==> src/rtl/sweep_pkg.sv <==
package sweep_pkg;

    typedef enum logic [1:0] {
        EXP_PWR   = 2'd0,
        EXP_DUR   = 2'd1,
        EXP_DECAY = 2'd2,
        EXP_PAIR  = 2'd3
    } exp_kind_e;

    typedef enum logic [1:0] {
        ST_IDLE  = 2'd0,
        ST_ISSUE = 2'd1,
        ST_WAIT  = 2'd2
    } seq_state_e;

    typedef struct packed {
        logic load;
        logic rep_next;
        logic step_next;
        logic finish;
    } seq_ctl_t;

    // index 0 amplitude, 1 trigger delay, 2 span
    localparam int NUM_SWEEP = 3;

    function automatic logic [NUM_SWEEP-1:0] sweep_mask(exp_kind_e k);
        logic [NUM_SWEEP-1:0] m;
        m = '0;
        case (k)
            EXP_PWR:   m[0] = 1'b1;
            EXP_DECAY: m[1] = 1'b1;
            EXP_DUR,
            EXP_PAIR:  m[2] = 1'b1;
            default:   m = '0;
        endcase
        return m;
    endfunction

endpackage

==> src/rtl/sweep_acc.sv <==
module sweep_acc #(
    parameter int W = 16
) (
    input  logic         clk,
    input  logic         rst,
    input  logic         load,
    input  logic         adv,
    input  logic [W-1:0] base,
    input  logic [W-1:0] step,
    output logic [W-1:0] val
);
    logic [W-1:0] step_q;
    logic [W:0]   sum;

    assign sum = {1'b0, val} + {1'b0, step_q};

    always_ff @(posedge clk) begin
        if (rst) begin
            val    <= '0;
            step_q <= '0;
        end else if (load) begin
            val    <= base;
            step_q <= step;
        end else if (adv) begin
            val <= sum[W] ? {W{1'b1}} : sum[W-1:0];
        end
    end
endmodule

==> src/rtl/sweep_count.sv <==
module sweep_count #(
    parameter int W = 8
) (
    input  logic         clk,
    input  logic         rst,
    input  logic         load,
    input  logic         clr,
    input  logic         inc,
    input  logic [W-1:0] limit,
    output logic [W-1:0] val,
    output logic         last
);
    localparam logic [W-1:0] ONE = W'(1);
    logic [W-1:0] lim_q;

    assign last = (val == lim_q - ONE);

    always_ff @(posedge clk) begin
        if (rst) begin
            val   <= '0;
            lim_q <= '0;
        end else if (load) begin
            val   <= '0;
            lim_q <= limit;
        end else if (clr) begin
            val <= '0;
        end else if (inc) begin
            val <= val + ONE;
        end
    end
endmodule

==> src/rtl/sweep_fsm.sv <==
module sweep_fsm
    import sweep_pkg::*;
(
    input  logic       clk,
    input  logic       rst,
    input  logic       start,
    input  logic       abort,
    input  logic       counts_ok,
    input  logic       play_done,
    input  logic       rep_last,
    input  logic       step_last,
    output seq_state_e state,
    output seq_ctl_t   ctl
);
    seq_state_e nxt;

    always_comb begin
        nxt = state;
        ctl = '0;
        case (state)
            ST_IDLE: begin
                if (start && counts_ok) begin
                    nxt      = ST_ISSUE;
                    ctl.load = 1'b1;
                end
            end
            ST_ISSUE: nxt = ST_WAIT;
            ST_WAIT: begin
                if (play_done) begin
                    if (!rep_last) begin
                        nxt          = ST_ISSUE;
                        ctl.rep_next = 1'b1;
                    end else if (!step_last) begin
                        nxt           = ST_ISSUE;
                        ctl.step_next = 1'b1;
                    end else begin
                        nxt        = ST_IDLE;
                        ctl.finish = 1'b1;
                    end
                end
            end
            default: nxt = ST_IDLE;
        endcase
        if (abort) begin
            nxt        = ST_IDLE;
            ctl        = '0;
            ctl.finish = 1'b1;
        end
    end

    always_ff @(posedge clk) begin
        if (rst) state <= ST_IDLE;
        else     state <= nxt;
    end
endmodule

==> src/rtl/sweep_map.sv <==
module sweep_map
    import sweep_pkg::*;
#(
    parameter int AMP_W  = 12,
    parameter int TIME_W = 16
) (
    input  exp_kind_e         kind,
    input  logic [AMP_W-1:0]  amp_v,
    input  logic [TIME_W-1:0] dly_v,
    input  logic [TIME_W-1:0] span_v,
    output logic              pair,
    output logic [AMP_W-1:0]  amp,
    output logic [TIME_W-1:0] flat,
    output logic [TIME_W-1:0] gap,
    output logic [TIME_W-1:0] trig
);
    always_comb begin
        pair = 1'b0;
        amp  = amp_v;
        flat = '0;
        gap  = '0;
        trig = dly_v;
        case (kind)
            EXP_DUR:  flat = span_v;
            EXP_PAIR: begin
                pair = 1'b1;
                gap  = span_v;
                trig = '0;
            end
            default: ;
        endcase
    end
endmodule

==> src/rtl/qubit_sweep_seq.sv <==
module qubit_sweep_seq
    import sweep_pkg::*;
#(
    parameter int AMP_W  = 12,
    parameter int TIME_W = 16,
    parameter int REP_W  = 8,
    parameter int STEP_W = 8
) (
    input  logic              clk,
    input  logic              rst,
    input  logic              start,
    input  logic              abort,
    input  logic [1:0]        exp_kind,
    input  logic [REP_W-1:0]  rep_count,
    input  logic [STEP_W-1:0] step_count,
    input  logic [AMP_W-1:0]  amp_base,
    input  logic [AMP_W-1:0]  amp_step,
    input  logic [TIME_W-1:0] dly_base,
    input  logic [TIME_W-1:0] dly_step,
    input  logic [TIME_W-1:0] span_base,
    input  logic [TIME_W-1:0] span_step,
    input  logic              play_done,
    output logic              busy,
    output logic [STEP_W-1:0] step_idx,
    output logic              play_go,
    output logic              pulse_pair,
    output logic [AMP_W-1:0]  pulse_amp,
    output logic [TIME_W-1:0] flat_len,
    output logic [TIME_W-1:0] pulse_gap,
    output logic [TIME_W-1:0] trig_dly
);
    localparam int NUM_TIME = 2;

    seq_state_e state;
    seq_ctl_t   ctl;
    exp_kind_e  kind_q;
    logic       rep_last, step_last, counts_ok;
    logic [REP_W-1:0]     rep_val;
    logic [NUM_SWEEP-1:0] adv_mask;
    logic [AMP_W-1:0]     amp_v;
    logic [TIME_W-1:0]    t_base [NUM_TIME];
    logic [TIME_W-1:0]    t_step [NUM_TIME];
    logic [TIME_W-1:0]    t_val  [NUM_TIME];

    assign counts_ok = (rep_count != '0) && (step_count != '0);
    assign busy      = (state != ST_IDLE);
    assign play_go   = (state == ST_ISSUE);
    assign adv_mask  = sweep_mask(kind_q) & {NUM_SWEEP{ctl.step_next}};

    always_ff @(posedge clk) begin
        if (rst)           kind_q <= EXP_PWR;
        else if (ctl.load) kind_q <= exp_kind_e'(exp_kind);
    end

    sweep_fsm u_fsm (
        .clk(clk), .rst(rst), .start(start), .abort(abort),
        .counts_ok(counts_ok), .play_done(play_done),
        .rep_last(rep_last), .step_last(step_last),
        .state(state), .ctl(ctl)
    );

    sweep_count #(.W(REP_W)) u_rep (
        .clk(clk), .rst(rst), .load(ctl.load),
        .clr(ctl.step_next | ctl.finish), .inc(ctl.rep_next),
        .limit(rep_count), .val(rep_val), .last(rep_last)
    );

    sweep_count #(.W(STEP_W)) u_step (
        .clk(clk), .rst(rst), .load(ctl.load),
        .clr(ctl.finish), .inc(ctl.step_next),
        .limit(step_count), .val(step_idx), .last(step_last)
    );

    sweep_acc #(.W(AMP_W)) u_amp (
        .clk(clk), .rst(rst), .load(ctl.load), .adv(adv_mask[0]),
        .base(amp_base), .step(amp_step), .val(amp_v)
    );

    assign t_base[0] = dly_base;
    assign t_step[0] = dly_step;
    assign t_base[1] = span_base;
    assign t_step[1] = span_step;

    for (genvar gi = 0; gi < NUM_TIME; gi++) begin : g_time
        sweep_acc #(.W(TIME_W)) u_t (
            .clk(clk), .rst(rst), .load(ctl.load), .adv(adv_mask[gi+1]),
            .base(t_base[gi]), .step(t_step[gi]), .val(t_val[gi])
        );
    end

    sweep_map #(.AMP_W(AMP_W), .TIME_W(TIME_W)) u_map (
        .kind(kind_q), .amp_v(amp_v), .dly_v(t_val[0]), .span_v(t_val[1]),
        .pair(pulse_pair), .amp(pulse_amp), .flat(flat_len),
        .gap(pulse_gap), .trig(trig_dly)
    );

    logic unused_ok;
    assign unused_ok = ^rep_val;
endmodule

==> config.mk <==
export PLATFORM = sky130hd
export DESIGN_NAME = qubit_sweep_seq
export DESIGN_NICKNAME = d
export VERILOG_FILES = /design/src/rtl/sweep_pkg.sv /design/src/rtl/sweep_acc.sv /design/src/rtl/sweep_count.sv /design/src/rtl/sweep_fsm.sv /design/src/rtl/sweep_map.sv /design/src/rtl/qubit_sweep_seq.sv
export SDC_FILE = /design/constraint.sdc
export NUM_CORES = 1
export LEC_CHECK = 0
export BUFFER_PORTS_ARGS = -buffer_cell sky130_fd_sc_hd__buf_2
export CORE_ASPECT_RATIO = 2
export CORE_MARGIN = 5
export CORE_UTILIZATION = 25
export CTS_BUF_LIST = sky130_fd_sc_hd__clkbuf_8
export DETAILED_ROUTE_END_ITERATION = 8
export MAX_ROUTING_LAYER = met4
export PLACE_DENSITY = 0.43
export SLEW_MARGIN = 20
export SYNTH_ARGS = -nofsm -noshare
export SYNTH_HDL_FRONTEND = slang
export SYNTH_HIERARCHICAL = 1
export SYNTH_SLANG_ARGS = --single-unit
==> constraint.sdc <==
create_clock -name clk -period 4.9 [get_ports clk]
set_input_delay 0.245 -clock clk [delete_from_list [all_inputs] [get_ports clk]]
set_output_delay 0.245 -clock clk [all_outputs]
set_load 0.1 [all_outputs]
Word-level counts from Yosys, hierarchy flattened
Index checks and enable logic that the tools add are counted.
{"block": "totals", "register_bits": 124, "elab_cells": 75, "input_bits": 111}
{"block": "classes", "bitwise": 2, "mux": 30, "add_sub_neg": 7, "n_reduce_logical": 15, "eq_ne": 9}
{"cell": "16-bit two-way mux", "n": 9}
{"cell": "12-bit two-way mux", "n": 3}
{"cell": "16-bit by 16-bit adder with 17-bit output", "n": 2}
{"cell": "8-bit by 1-bit adder with 8-bit output (second input constant)", "n": 2}
{"cell": "8-bit == test", "n": 2}
{"cell": "8-bit nonzero test", "n": 2}
{"cell": "8-bit by 1-bit subtractor with 8-bit output (second input constant)", "n": 2}
{"cell": "12-bit by 12-bit adder with 13-bit output", "n": 1}
{"cell": "1-bit two-way mux", "n": 10}
{"cell": "2-bit two-way mux", "n": 4}
{"cell": "2-bit nonzero test", "n": 4}
{"cell": "2-bit == test (second input constant)", "n": 3}
{"cell": "3-bit two-way mux", "n": 2}
{"cell": "2-bit case mux with 3 select lines", "n": 1}
{"cell": "3-bit OR reduction", "n": 2}
{"cell": "2-bit by 1-bit == test with 1-bit output (second input constant)", "n": 2}
{"cell": "2-bit zero test", "n": 2}
{"cell": "4-bit two-way mux", "n": 1}
{"cell": "2-bit OR reduction", "n": 2}
{"cell": "3-bit bitwise AND", "n": 1}
{"cell": "1-bit logical AND", "n": 2}
{"cell": "2-bit by 1-bit != test with 1-bit output (second input constant)", "n": 1}
{"cell": "2-bit != test (second input constant)", "n": 1}
{"cell": "2-bit AND reduction", "n": 1}
{"cell": "1-bit bitwise OR", "n": 1}

Logic depth before layout (Yosys ltp)
{"block": "depth", "depth_word": 10, "depth_mapped": 13, "ltp_nobuf": 12}

Modules after synthesis
The synthesis kept the hierarchy.
{"mod": "sweep_acc at g_time[0].u_t ...", "seq_area_each_um2": 640.6, "cells_each": 241, "area_per_inst_um2": 2062.0, "instances": 2}
{"mod": "sweep_count", "seq_area_each_um2": 320.3, "cells_each": 95, "area_per_inst_um2": 854.6, "instances": 2}
{"mod": "sweep_acc at u_amp", "seq_area_each_um2": 480.5, "cells_each": 163, "area_per_inst_um2": 1516.5, "instances": 1}
{"mod": "sweep_map", "seq_area_each_um2": 0.0, "cells_each": 71, "area_per_inst_um2": 569.3, "instances": 1}
{"mod": "qubit_sweep_seq", "seq_area_each_um2": 40.0, "cells_each": 18, "area_per_inst_um2": 145.1, "instances": 1}
{"mod": "sweep_fsm", "seq_area_each_um2": 40.0, "cells_each": 15, "area_per_inst_um2": 137.6, "instances": 1}

Least setup slack after synthesis
OpenSTA, ideal clock, no wires.
{"block": "synth_path", "path_type": "reg2reg", "from": "register u_step.val[2]", "to": "register u_amp.val[11]", "setup_slack_ns": 1.366, "synth_period_minus_slack_ns": 3.534, "setup_time_ns": 0.091, "path_stages_with_launch": 12, "t_arrival_ns": 3.443, "cell_sequence": "dfxtp_1 > clkbuf_1 > o21ba_1 > a221oi_1 > a41oi_1 > nor4_2 > nor4b_1 > nor3b_1 > inv_1 > nor2_1 > nor2b_1 > a311oi_1"}
{"item": "from (decl)", "line": "sweep_count.sv:10", "text": "output logic [W-1:0] val,"}
{"item": "from (signal assigned)", "line": "sweep_count.sv:28", "text": "val <= val + ONE;"}
{"item": "to (signal assigned)", "line": "sweep_acc.sv:22", "text": "val <= base;"}
{"item": "to (signal assigned)", "line": "sweep_acc.sv:25", "text": "val <= sum[W] ? {W{1'b1}} : sum[W-1:0];"}
{"item": "to (decl)", "line": "sweep_acc.sv:10", "text": "output logic [W-1:0] val"}

==> results.md <==
* Vias per cell at 4.91
* Dominant cells by area after synthesis: dfxtp_1, mux2i_1, ha_1, nor2_1, xnor2_1
* Lkg Pwr at between 4 and 5 nW
* Worst path required time at 5270 ps
* Fin crit share at between 70% and 80%
* Horiz. Die Dim at 138 um
* Die Area at 36700 um2
* Final Hold Viols at 0
* Wire length per cell at roughly 18 um
* Critical path class: reg2reg
* RSZ-0062 raised after global routing: false
* Crit-path max FO at 10
* Synth warn at 6
* Number of global-route vias before repair at 7971
* Sequential area share after synthesis at between 30 and 40%
* Core Footprint at between 30000 and 40000 um2
* Vias post-DR at 7807
* Fin. max-slew vios at 0
* Routability cong. at 0.806
* Setup ws final at 1240 ps
* Post-layout net count at 1306
* GRT Resource Usage Total at 16.1%
* Post-CTS setup buffers at 0
* Post-Syn Area at 8200 um2
* Pwr/cell area at between 200 and 300 nW/um2
* DP Cell Count at 1498
* Outcome: completed
* Worst IR drop on VDD at 159 uV
* Chip height at 266 um
* CTS sink cnt at about 120
* Setup Skew at 13.2 ps
* Starting Density at 25.1%
* Clock Tree Buf Depth at 2
* H-Tree Depth at 4
* Global-route wire length before repair at roughly 45000 um
* Total global routing overflow at 0
* Cell taking the most area after synthesis: dfxtp_1
* IO Port Bufs at approximately 180
* Period minus WS final at 3660 ps
* Worst-margin pin slew at 1040 ps
* Final setup vio count at 0
* Initial antenna violation count at 1
* Share of cells above drive strength 1 at 23.4%
* Post-DRT Antenna Nets at 0
* Area grow syn2layout at 27.0%
* Clock transition at path regs at 80 ps
* # DRC at 0
* Final WL at 29300 um
* Clk_lat worst skew at around 480 ps
* Post-synth net total at between 1k and 1.5k
* Ys async rst share at 0%
* Synth top cells by count: nor2_1, dfxtp_1, mux2i_1, a21oi_1, ha_1
* TritonCTS clock tree: built
* Hold Worst Slack at 41.9 ps
* DRT Pass-1 Iters at 7
* Worst slew margin at 30.6%
* Fillcell total at approximately 3.6k
* Row count at 94
* Post_cts resized at 0
* # IOs at ~180
* Pre-CTS WS at 1280 ps
* Peak Freq at 273 MHz
* Gate Count Post-Synth at 939
* Startpoint types: flip-flop
* Fin Setup TNS at 0 ps
* HPWL after detailed placement at 22900 um
* Synth Register Bits at 124
* Worst Hold Class: in2reg
* Largest net degree at the start of global routing at 54
* CTS root buffer: clkbuf_8
* Final Power at 2.68 mW
* Post-synth EDFFs at 0
* Main flop type after synthesis: dfxtp_1
* CTS Buf Count at 17
* Synth unique cells at 75
* Initial DRC count at 280
* MaxCap Viol Count at 0
* Arr. time, crit path at about 4000 ps
* Crit end category: flip-flop
* Yosys top cell area share at 30.3%
* Post-Layout Cell Count at roughly 1.6k
* Most frequent cell after synthesis: nor2_1
* Synthesized area per cell at 8.73 um2
registers in the layout (all words and copies together) (netlist names):
| register | flops |
|---|---|
| g_time.u_t/step_q | 32 |
| g_time.u_t/val | 32 |
| kind_q | 2 |
| u_amp/step_q | 12 |
| u_amp/val | 12 |
| u_fsm/state | 2 |
| u_rep/lim_q | 8 |
| u_rep/val | 8 |
| u_step/lim_q | 8 |
| u_step/val | 8 |
report_power, final:
group          internal [mW]  leakage [nW]  switching (mW)
Sequential              1.05          1.01          0.0590
Combinational          0.217          3.26           0.317
Clock                  0.568         0.219           0.468
placed cells by master, fill, tap and decap left out, types with 5 or more instances in the layout:
master	count
a211o_1	5
a211oi_1	18
a21boi_0	6
a21boi_2	10
a21o_1	18
a21oi_1	59
a221oi_1	14
a311oi_1	8
a31oi_1	12
and2_1	6
and3_1	21
and3b_1	17
buf_2	180
buf_4	9
clkbuf_8	18
dfxtp_1	122
dlygate4sd3_1	59
ha_1	48
inv_1	22
mux2i_1	66
nand2_1	37
nand3_1	15
nand4_1	8
nor2_1	125
nor2b_1	8
nor3_1	8
o211ai_1	10
o21ai_0	27
o221ai_1	8
o31ai_1	10
or2_2	8
or3_1	14
xnor2_1	40
xor2_1	25
final cells by class:
type / instances / area [um2] / share of cell area [%]
multi-input cells: 731 / 5300 / 50.9
flip-flops and latches: 124 / 2490 / 23.9
repair buffers: 248 / 1560 / 15.0
well taps: 432 / 541 / 5.19
clock buffers: 18 / 248 / 2.38
clock inverters: 14 / 194 / 1.86
inverters: 22 / 82.6 / 0.793
diodes: 1 / 2.50 / 0.0240
per-layer routing:
layer | vias up | routed length (um) | global-route usage, %
li1 | 3852 | - | -
met1 | 3721 | 10300 | 14.6
met2 | 174 | 16800 | 31.7
met3 | 60 | 791 | 2.48
met4 | 0 | 1380 | 8.71
met5 | - | 0 | -
path summary, 6_finish.rpt:
check                            start                    to  slack (ps)  cells past startpoint
setup / recovery        u_rep/lim_q[0]  g_time[0].u_t/val[9]        1240                     12
hold / removal             amp_step[0]       u_amp/step_q[0]          40                      3
setup reg to reg        u_rep/lim_q[0]  g_time[0].u_t/val[9]        1240                     12
hold reg to reg   g_time[0].u_t/val[4]  g_time[0].u_t/val[4]         500                      2
timing repair:
| action | 4_1_cts | 5_1_grt |
|---|---|---|
| endpoints found under the hold margin | 59 | 0 |
| hold buffers | 59 | 0 |
| setup endpoints to repair | 0 | 0 |
per-stage QoR:
step | util, % | area [um2]
2_1_floorplan | - | 8200
3_3_place_gp | 28.7 | 9380
3_5_place_dp | 28.7 | 9380
4_1_cts | 31.8 | 10400
5_1_grt | 31.8 | 10400
6_report | 31.8 | 10400
worst max-delay path: stages (launching register included):
cell      delay [ps]
dfxtp_1          470
inv_1             70
ha_1             270
o21ba_1          190
a221oi_1         290
a41oi_1           90
nor4_2           430
nor4b_2          290
buf_4            240
and3b_1          240
nor2b_1          540
a221oi_1         120
a311oi_1         320
logic make-up after synthesis:
| kind of cell | after synthesis | synth area share (%) |
|---|---|---|
| muxes | 68 | 8.33 |
| and+or+nand+nor | 299 | 19.1 |
| buffers and inverters | 84 | 5.34 |
| AOI/OAI and AO/OA | 248 | 21.9 |
| DFF | 124 | 30.3 |
| adders and majority gates | 51 | 8.05 |
| xor gates and xnor gates | 65 | 6.94 |
Power figures use the tool's default switching activity.
